==> config.mk <==
export PLATFORM = sky130hd
export DESIGN_NAME = dp_flag_alu
export DESIGN_NICKNAME = d
export VERILOG_FILES = /design/src/rtl/alu_pkg.sv /design/src/rtl/alu_logic_unit.sv /design/src/rtl/alu_addsub_unit.sv /design/src/rtl/alu_flag_reg.sv /design/src/rtl/dp_flag_alu.sv
export SDC_FILE = /design/constraint.sdc
export NUM_CORES = 1
export LEC_CHECK = 0
export BUFFER_PORTS_ARGS = -buffer_cell sky130_fd_sc_hd__clkbuf_2
export CAP_MARGIN = 20
export CORE_MARGIN = 2
export CORE_UTILIZATION = 52
export CTS_CLUSTER_DIAMETER = 40
export DETAILED_ROUTE_END_ITERATION = 8
export GPL_TIMING_DRIVEN = 0
export PLACE_DENSITY = 0.83
export SLEW_MARGIN = 10
export SYNTH_ARGS = -nofsm -noshare
export SYNTH_HDL_FRONTEND = slang
export SYNTH_SLANG_ARGS = --single-unit
==> constraint.sdc <==
create_clock -name clk -period 4.45 [get_ports clk]
set_input_delay 0.2225 -clock clk [delete_from_list [all_inputs] [get_ports clk]]
set_output_delay 0.2225 -clock clk [all_outputs]
set_load 0.05 [all_outputs]
==> src/rtl/alu_pkg.sv <==
package alu_pkg;

  typedef enum logic [3:0] {
    OP_AND    = 4'd0,
    OP_XOR    = 4'd1,
    OP_SUB    = 4'd2,
    OP_RSUB   = 4'd3,
    OP_ADD    = 4'd4,
    OP_ADDC   = 4'd5,
    OP_SUBC   = 4'd6,
    OP_RSUBC  = 4'd7,
    OP_TSTAND = 4'd8,
    OP_TSTXOR = 4'd9,
    OP_CMPSUB = 4'd10,
    OP_CMPADD = 4'd11,
    OP_OR     = 4'd12,
    OP_PASS   = 4'd13,
    OP_CLR    = 4'd14,
    OP_PASSN  = 4'd15
  } alu_op_e;

  typedef struct packed {
    logic n;
    logic z;
    logic c;
    logic v;
  } alu_flags_t;

  // Flag-only selects: never write, always update flags.
  function automatic logic op_is_test(alu_op_e op);
    return op inside {OP_TSTAND, OP_TSTXOR, OP_CMPSUB, OP_CMPADD};
  endfunction

  // Selects whose value comes from the adder.
  function automatic logic op_is_arith(alu_op_e op);
    return op inside {OP_SUB, OP_RSUB, OP_ADD, OP_ADDC, OP_SUBC,
                      OP_RSUBC, OP_CMPSUB, OP_CMPADD};
  endfunction

endpackage

==> src/rtl/alu_logic_unit.sv <==
module alu_logic_unit
  import alu_pkg::*;
#(
  parameter int W = 32
) (
  input  alu_op_e        op,
  input  logic [W-1:0]   a,
  input  logic [W-1:0]   b,
  output logic [W-1:0]   y
);

  function automatic logic [W-1:0] logic_eval(alu_op_e o, logic [W-1:0] x,
                                              logic [W-1:0] z);
    logic [W-1:0] r;
    unique case (o)
      OP_AND, OP_TSTAND: r = x & z;
      OP_XOR, OP_TSTXOR: r = x ^ z;
      OP_OR:             r = x | z;
      OP_CLR:            r = x & ~z;
      OP_PASS:           r = z;
      OP_PASSN:          r = ~z;
      default:           r = '0;
    endcase
    return r;
  endfunction

  assign y = logic_eval(op, a, b);

endmodule

==> src/rtl/alu_addsub_unit.sv <==
module alu_addsub_unit
  import alu_pkg::*;
#(
  parameter int W = 32
) (
  input  alu_op_e        op,
  input  logic [W-1:0]   a,
  input  logic [W-1:0]   b,
  input  logic           cin,
  output logic [W-1:0]   sum,
  output logic           cout,
  output logic           ovf
);

  localparam int MSB = W - 1;

  logic [W-1:0] add_x;
  logic [W-1:0] add_y;
  logic         add_ci;
  logic [W:0]   add_full;

  // Every arithmetic select maps onto one adder: x + y + ci.
  always_comb begin
    add_x  = a;
    add_y  = b;
    add_ci = 1'b0;
    unique case (op)
      OP_ADD, OP_CMPADD: begin add_x = a; add_y = b;  add_ci = 1'b0; end
      OP_ADDC:           begin add_x = a; add_y = b;  add_ci = cin;  end
      OP_SUB, OP_CMPSUB: begin add_x = a; add_y = ~b; add_ci = 1'b1; end
      OP_SUBC:           begin add_x = a; add_y = ~b; add_ci = cin;  end
      OP_RSUB:           begin add_x = b; add_y = ~a; add_ci = 1'b1; end
      OP_RSUBC:          begin add_x = b; add_y = ~a; add_ci = cin;  end
      default:           begin add_x = a; add_y = b;  add_ci = 1'b0; end
    endcase
  end

  function automatic logic [W:0] wide_add(logic [W-1:0] x, logic [W-1:0] y,
                                          logic ci);
    return {1'b0, x} + {1'b0, y} + {{W{1'b0}}, ci};
  endfunction

  assign add_full = wide_add(add_x, add_y, add_ci);
  assign sum      = add_full[W-1:0];
  assign cout     = add_full[W];
  assign ovf      = (add_x[MSB] == add_y[MSB]) && (add_full[MSB] != add_x[MSB]);

endmodule

==> src/rtl/alu_flag_reg.sv <==
module alu_flag_reg
  import alu_pkg::*;
#(
  parameter int W = 32
) (
  input  logic         clk,
  input  logic         rst_n,
  input  logic         upd,
  input  logic         from_adder,
  input  logic [W-1:0] value,
  input  logic         add_cout,
  input  logic         add_ovf,
  input  logic         shift_c,
  output alu_flags_t   flags_q
);

  alu_flags_t flags_d;

  always_comb begin
    flags_d = flags_q;
    if (upd) begin
      flags_d.n = value[W-1];
      flags_d.z = (value == '0);
      flags_d.c = from_adder ? add_cout : shift_c;
      flags_d.v = from_adder ? add_ovf  : flags_q.v;
    end
  end

  always_ff @(posedge clk or negedge rst_n) begin
    if (!rst_n) flags_q <= '0;
    else        flags_q <= flags_d;
  end

endmodule

==> src/rtl/dp_flag_alu.sv <==
module dp_flag_alu
  import alu_pkg::*;
#(
  parameter int W = 32
) (
  input  logic         clk,
  input  logic         rst_n,
  input  logic [3:0]   op_sel,
  input  logic [W-1:0] opnd_a,
  input  logic [W-1:0] opnd_b,
  input  logic         shift_cout,
  input  logic         upd_flags,
  output logic [W-1:0] result,
  output logic         rd_we,
  output logic         flag_n,
  output logic         flag_z,
  output logic         flag_c,
  output logic         flag_v
);

  alu_op_e      op;
  alu_flags_t   flags_q;
  logic [W-1:0] logic_y;
  logic [W-1:0] arith_y;
  logic         arith_cout;
  logic         arith_ovf;
  logic         arith_sel;
  logic         test_sel;
  logic         flag_upd_eff;

  assign op           = alu_op_e'(op_sel);
  assign arith_sel    = op_is_arith(op);
  assign test_sel     = op_is_test(op);
  assign flag_upd_eff = upd_flags | test_sel;

  alu_logic_unit #(.W(W)) u_logic (
    .op (op),
    .a  (opnd_a),
    .b  (opnd_b),
    .y  (logic_y)
  );

  alu_addsub_unit #(.W(W)) u_addsub (
    .op   (op),
    .a    (opnd_a),
    .b    (opnd_b),
    .cin  (flags_q.c),
    .sum  (arith_y),
    .cout (arith_cout),
    .ovf  (arith_ovf)
  );

  assign result = arith_sel ? arith_y : logic_y;
  assign rd_we  = ~test_sel;

  alu_flag_reg #(.W(W)) u_flags (
    .clk        (clk),
    .rst_n      (rst_n),
    .upd        (flag_upd_eff),
    .from_adder (arith_sel),
    .value      (result),
    .add_cout   (arith_cout),
    .add_ovf    (arith_ovf),
    .shift_c    (shift_cout),
    .flags_q    (flags_q)
  );

  assign flag_n = flags_q.n;
  assign flag_z = flags_q.z;
  assign flag_c = flags_q.c;
  assign flag_v = flags_q.v;

endmodule

; ---- Word level (Yosys, flattened, before mapping)
; Cells that the tools add are included.
[totals]
word_cells = 49
in_bits = 72
memories = 0
output_inout_bits = 37
latchBits = 0
rom_bits = 0
regBits = 4
mem_bits_rw = 0
[op_classes]
eq_ne = 17
bitwise_logic = 8
reduce_logical = 12
order_cmp = 0
muxes = 6
n_div = 0
n_addsub = 2
shift = 0
multipliers = 0
[ops]
columns = cell, count
row1 = 32-bit case mux with 6 select lines, 1
row2 = 32-bit AND, 2
row3 = 32-bit two-way mux, 2
row4 = 32-bit inverter, 2
row5 = 32-bit case mux with 2 select lines, 1
row6 = 32-bit by 32-bit adder with 33-bit output, 1
row7 = 33-bit by 1-bit adder with 33-bit output, 1
row8 = "4-bit == test, second input constant", 8
row9 = 32-bit zero test, 1
row10 = 32-bit OR, 1
row11 = 32-bit XOR, 1
row12 = "4-bit by 3-bit == test with 1-bit output, second input constant", 4
row13 = 3-bit OR reduction, 3
row14 = "4-bit by 2-bit == test with 1-bit output, second input constant", 2
row15 = 8-bit nonzero test, 1
row16 = 2-bit OR reduction, 3
row17 = "4-bit by 1-bit == test with 1-bit output, second input constant", 1
row18 = 4-bit zero test, 1
row19 = 4-bit nonzero test, 1
row20 = 1-bit case mux with 2 select lines, 1
row21 = 2-bit AND reduction, 1
row22 = 1-bit == test, 1
row23 = 1-bit logical AND, 1
row24 = 1-bit two-way mux, 1
row25 = other kinds (3), 3

; ---- Longest topological paths before layout
[depth]
depth_word = 7
mapped_depth = 22

; ---- Hierarchy
; Synthesis repeated with hierarchy kept, for this count alone.
[hier_totals]
hier_cells = 828
area_unflattened_um2 = 5871.9
[modules_own_cells]
columns = module, cells_per_inst, area_each_um2, n_inst
row1 = alu_addsub_unit, 407, 2736.4, 1
row2 = alu_logic_unit, 358, 2467.4, 1
row3 = dp_flag_alu, 40, 422.9, 1
row4 = alu_flag_reg, 23, 245.2, 1

; ---- Worst setup path after synthesis
; OpenSTA, ideal clock, no wires.
[synth_path]
path_kind = input port to flip-flop
startpoint = input port op_sel[0]
endpoint = register u_flags.flags_q[2] (netlist name)
path_stages = 22
setup_ns = 0.066
path_slack_ns = -1.486
arrival_ns = 5.870
path_buffers = 4
path_cell_list = clkinv_1 clkbuf_1 buf_1 clkbuf_1 and3_1 o21bai_1 clkbuf_1 nor2_1 a211oi_1 fa_1 inv_1 fa_1 a21o_1 a311o_1 a31oi_4 o22ai_1 mux2i_1 o311ai_0 or4_1 nor4_1 nand4_1 nand2_1
[synth_via]
elab_chain_cells = 7
word_cells_on_any_way = 33
[synth_lines]
columns = item, line_no
row1 = "start, declared", dp_flag_alu.sv:8  ; input logic [3:0] op_sel,
row2 = "4-bit by 2-bit == test with 1-bit output, or another cell as far along", "alu_pkg.sv:36, alu_addsub_unit.sv:27"
row3 = 3-bit OR reduction (no line) / 2-bit OR reduction (equally long branches), --
row4 = 32-bit case mux with 2 select lines / 32-bit two-way mux (equally long branches), alu_addsub_unit.sv:27  ; unique case (op)
row5 = 32-bit by 32-bit adder with 33-bit output, alu_addsub_unit.sv:40  ; return {1'b0, x} + {1'b0, y} + {{W{1'b0}}, ci};
row6 = 33-bit by 1-bit adder with 33-bit output, alu_addsub_unit.sv:40
row7 = 32-bit two-way mux (*), dp_flag_alu.sv:53  ; assign result = arith_sel ? arith_y : logic_y;
row8 = named net result[24], dp_flag_alu.sv:13  ; output logic [W-1:0] result,
row9 = 32-bit zero test (*), alu_flag_reg.sv:23  ; flags_d.z = (value == '0);
; The timed path passes the listed nets; every way through them passes the cells marked *.
; A chain may end at the register's enable or synchronous reset.

; ---- Final worst setup path
[layout_path]
startpoint = input port op_sel[2]
endpoint = register u_flags.flags_q[2] (netlist name)
[layout_via]
elab_chain_cells = 7
word_cells_on_any_way = 33
[layout_lines]
columns = item, line_no
row1 = "4-bit by 2-bit == test with 1-bit output, or another cell as far along", "alu_pkg.sv:36, alu_addsub_unit.sv:27"
row2 = 3-bit OR reduction (no line) / 2-bit OR reduction (equally long branches), --
row3 = 32-bit case mux with 2 select lines / 32-bit two-way mux (equally long branches), alu_addsub_unit.sv:27
row4 = 32-bit by 32-bit adder with 33-bit output, alu_addsub_unit.sv:40
row5 = 33-bit by 1-bit adder with 33-bit output, alu_addsub_unit.sv:40
row6 = 32-bit two-way mux, dp_flag_alu.sv:53
row7 = 32-bit zero test, alu_flag_reg.sv:23
; Parallel ways exist; a longest one is shown, timed or not.

==> metrics <==
largest registers=u_flags.flags_q: 4 flops; post-synthesis async set-or-reset flop share=100%; Post-Synthesis Cell Area=0.00567 sq mm; WHS Path Cells=3; fin cells=1190; largest cells by area after synthesis=ha_1 (14%), o21ai_0 (12%), nand2_1 (8.8%); met3 Use GR=7.11%; most common cell in the synthesized netlist=o21ai_0; Final Cycle Share=103%; yosys warns=0; sequential share of the synthesized area=1.77%; Clock Sinks=4; unrepaired setup endpoints after global routing=true; worst-skew pair later-pin latency=0.22 ns; global-route wire length before repair=36300 um; GRT busiest layer=met2; Adder-Cell Fraction of Synth Area=14.6%; nature of the critical path startpoint=input pin; TNS Setup=-0.115 ns; largest family of logic cells by synthesized area=compound AO/OA/AOI/OAI gates; Yosys top cell area share=13.9%; largest net degree at the start of global routing=26; clock slew seen by the registers of the worst setup and hold paths=0.03 ns; Die Y=108 um; vias=8081; flops & latches, synth=4; slew margin rel.=38.2%; layout cells sized above 1=23.0%; CTS max path bufs=2; Largest Register=u_flags.flags_q; DRT antenna net count=0; Reg2Reg Depth=16; Layout Nets=1189; post-synthesis compound-gate area fraction=42.4%; Tmin final=4.57 ns; Placer Congestion=1.03; Max-cap violations=0; number of synthesized flops with an enable pin=0; GRT Total Usage=39.4%; GR Util met2=60.1%; Crit Path Category=input pin to flip-flop; met1 Use GR=54.9%; Post-Synth Simple-Gate Area=26.5%; most frequent cells after synthesis=o21ai_0 (137), nand2_1 (133), inv_1 (73); DIE AREA=0.0117 sq mm; Worst Hold Path EP=u_flags.flags_q[1]; flop2flop setup slack=0.05 ns; final total power=1.68 mW; FP Rows=38; setup violators final=1; Largest register FFs=4; Crit Path Max Fanout=6; routed wire length per instance=20.4 um; failing checks=negative setup slack; RR Endpoint=u_flags.flags_q[2]; syn_nets=1064; I/O pin count=109; placed cell count=1176; Synth area leader=ha_1; Critical Path RT=4.61 ns; CTS tree=done; post-synthesis cell type count=78; Hold Crit Class=input pin to flip-flop; grt ovf=0; DP HPWL=18000 um; status=complete, but fails checks; Peak Freq=219 MHz; Worst Tran Pin Value=0.924 ns; CP arrival=4.72 ns; ys flop type=dfrtp_1; CTS H-tree lvls=1; Die X=108 um; antenna violations before repair=0; XOR/XNOR Fraction of Synth Area=1.70%; crit end category=flip-flop; synthesized instance count=927; Layout area overhead=25.8%; peak supply drop=0.255 mV; number of port buffers=108; DP Area=0.00670 sq mm; hold path startpoint=shift_cout; average cell area after synthesis=6.11 sq um; vias in the first global route=6888; via/cell ratio=6.79; clk root buf=clkbuf_8; # diodes=0; final setup margin=-0.115 ns; worst r2r src=u_flags.flags_q[1]; final instance area=0.00713 sq mm; mux cell area share after synthesis=2.56%; final wirelength=24300 um; DRT iter0 DRCs=1290; PwrDens=235 mW/mm^2; Initial Util=52.7%; DRC viols=0; worst clock skew=0.000329 ns; Hold Vio Cnt, Final=0; core footprint=0.0107 sq mm; cts bufs inserted=3; Static Leak=3.26 nW; drt pass-1 iters=6; Max Slew Vio Count=0
## repair_timing
| action | in CTS | in global routing |
|---|---|---|
| endpoints found under the hold margin | 4 | 0 |
| pin swaps | 17 | 17 |
| setup endpoints to repair | 26 | 9 |
| buffers inserted | 12 | 12 |
| cloned | 1 | 2 |
| hold buffers | 1 | 0 |
| resized for setup | 54 | 31 |
## stage by stage
step / worst slack (ns) / utilization [%] / hold slack [ns]
2_1_floorplan: -0.0756 / - / -0.0731
3_3_place_gp: -1.38 / 62.3 / 0.0308
3_5_place_dp: -1.42 / 62.3 / 0.0322
4_1_cts: -0.0365 / 65.2 / 0.313
5_1_grt: -0.234 / 66.3 / 0.360
6_report: -0.115 / 66.3 / 0.311
## worst max-delay path, stage by stage
cell,delay [ns]
buf_8,0.10
clkbuf_16,0.14
nand2_8,0.05
and3_4,0.20
o21bai_4,0.14
clkbuf_16,0.16
nor2_4,0.03
a211oi_2,0.25
fa_2,0.27
inv_2,0.05
fa_2,0.36
a21o_1,0.21
a311o_1,0.37
a31oi_4,0.23
xnor2_1,0.11
a221o_2,0.40
a2111o_1,0.35
or4_4,0.54
nor4_4,0.33
nand4_1,0.13
nand2_1,0.08
## report_power, final
group,internal [mW],switching (mW),leakage (nW)
combinational,0.514,1.04,3.19
clock,0.0578,0.0202,0.0216
sequential,0.0433,0.00385,0.0510
## layer usage
layer	part of all wire [%]	vias to the layer above
met5	0	-
met4	5.5	0
met3	14	122
met2	42	620
met1	39	3670
li1	-	3669
## worst max-delay path by stage
| stage | from | to | slack [ns] | cells after the start |
|---|---|---|---|---|
| final | op_sel[2] | u_flags.flags_q[2] | -0.12 | 21 |
| after detailed placement | op_sel[0] | u_flags.flags_q[2] | -1.42 | 22 |
| after global routing | op_sel[2] | u_flags.flags_q[2] | -0.23 | 21 |
| after CTS | op_sel[2] | u_flags.flags_q[2] | -0.04 | 22 |
| after global placement | op_sel[0] | u_flags.flags_q[2] | -1.38 | 22 |
| after floorplan | op_sel[2] | u_flags.flags_q[2] | -0.08 | 22 |
## cells in the final DEF, fill, tap and decap left out, types with 5 or more instances in the layout
cell type / Yosys / routed
a31oi_1: 8 / 6
nand4_1: 14 / 14
o22ai_1: 9 / 8
buf_1: 6 / 5
inv_1: 73 / 72
clkbuf_4: 0 / 7
nor2b_1: 11 / 11
a21o_1: 21 / 21
o21ai_0: 137 / 128
or3_1: 9 / 8
a22oi_1: 6 / 6
buf_6: 6 / 6
a21oi_1: 66 / 63
ha_1: 63 / 61
or2_2: 6 / 5
o21ai_1: 1 / 8
o31ai_1: 10 / 5
nand3_1: 22 / 21
clkbuf_8: 0 / 7
o221ai_1: 8 / 5
a211o_1: 7 / 7
nor3_1: 14 / 13
nor2_1: 65 / 64
buf_4: 1 / 26
xnor2_1: 8 / 8
o211ai_1: 9 / 9
clkbuf_1: 54 / 21
mux2i_1: 10 / 8
a211oi_1: 26 / 24
clkbuf_2: 0 / 108
nand3b_1: 6 / 6
nand2_1: 133 / 130
a222oi_1: 9 / 9
## layout make-up
class | instances | area, sq um
Fill cell | 999 | 3620
Multi-Input combinational cell | 779 | 5310
Tap cell | 140 | 175
Timing Repair Buffer | 136 | 805
Buffer | 53 | 384
Inverter | 74 | 304
Sequential cell | 4 | 100
Clock buffer | 3 | 41.3
Timing Repair inverter | 1 | 11.3
## kinds of logic after synthesis
logic type	after synthesis
AO/OA/AOI/OAI	372
AND/OR/NAND/NOR	317
buffers and inverters	144
adder cells (fa/ha/maj)	65
multiplexers	14
XOR/XNOR	11
flip-flops	4
No activity file was read; power rests on OpenSTA's default activity.
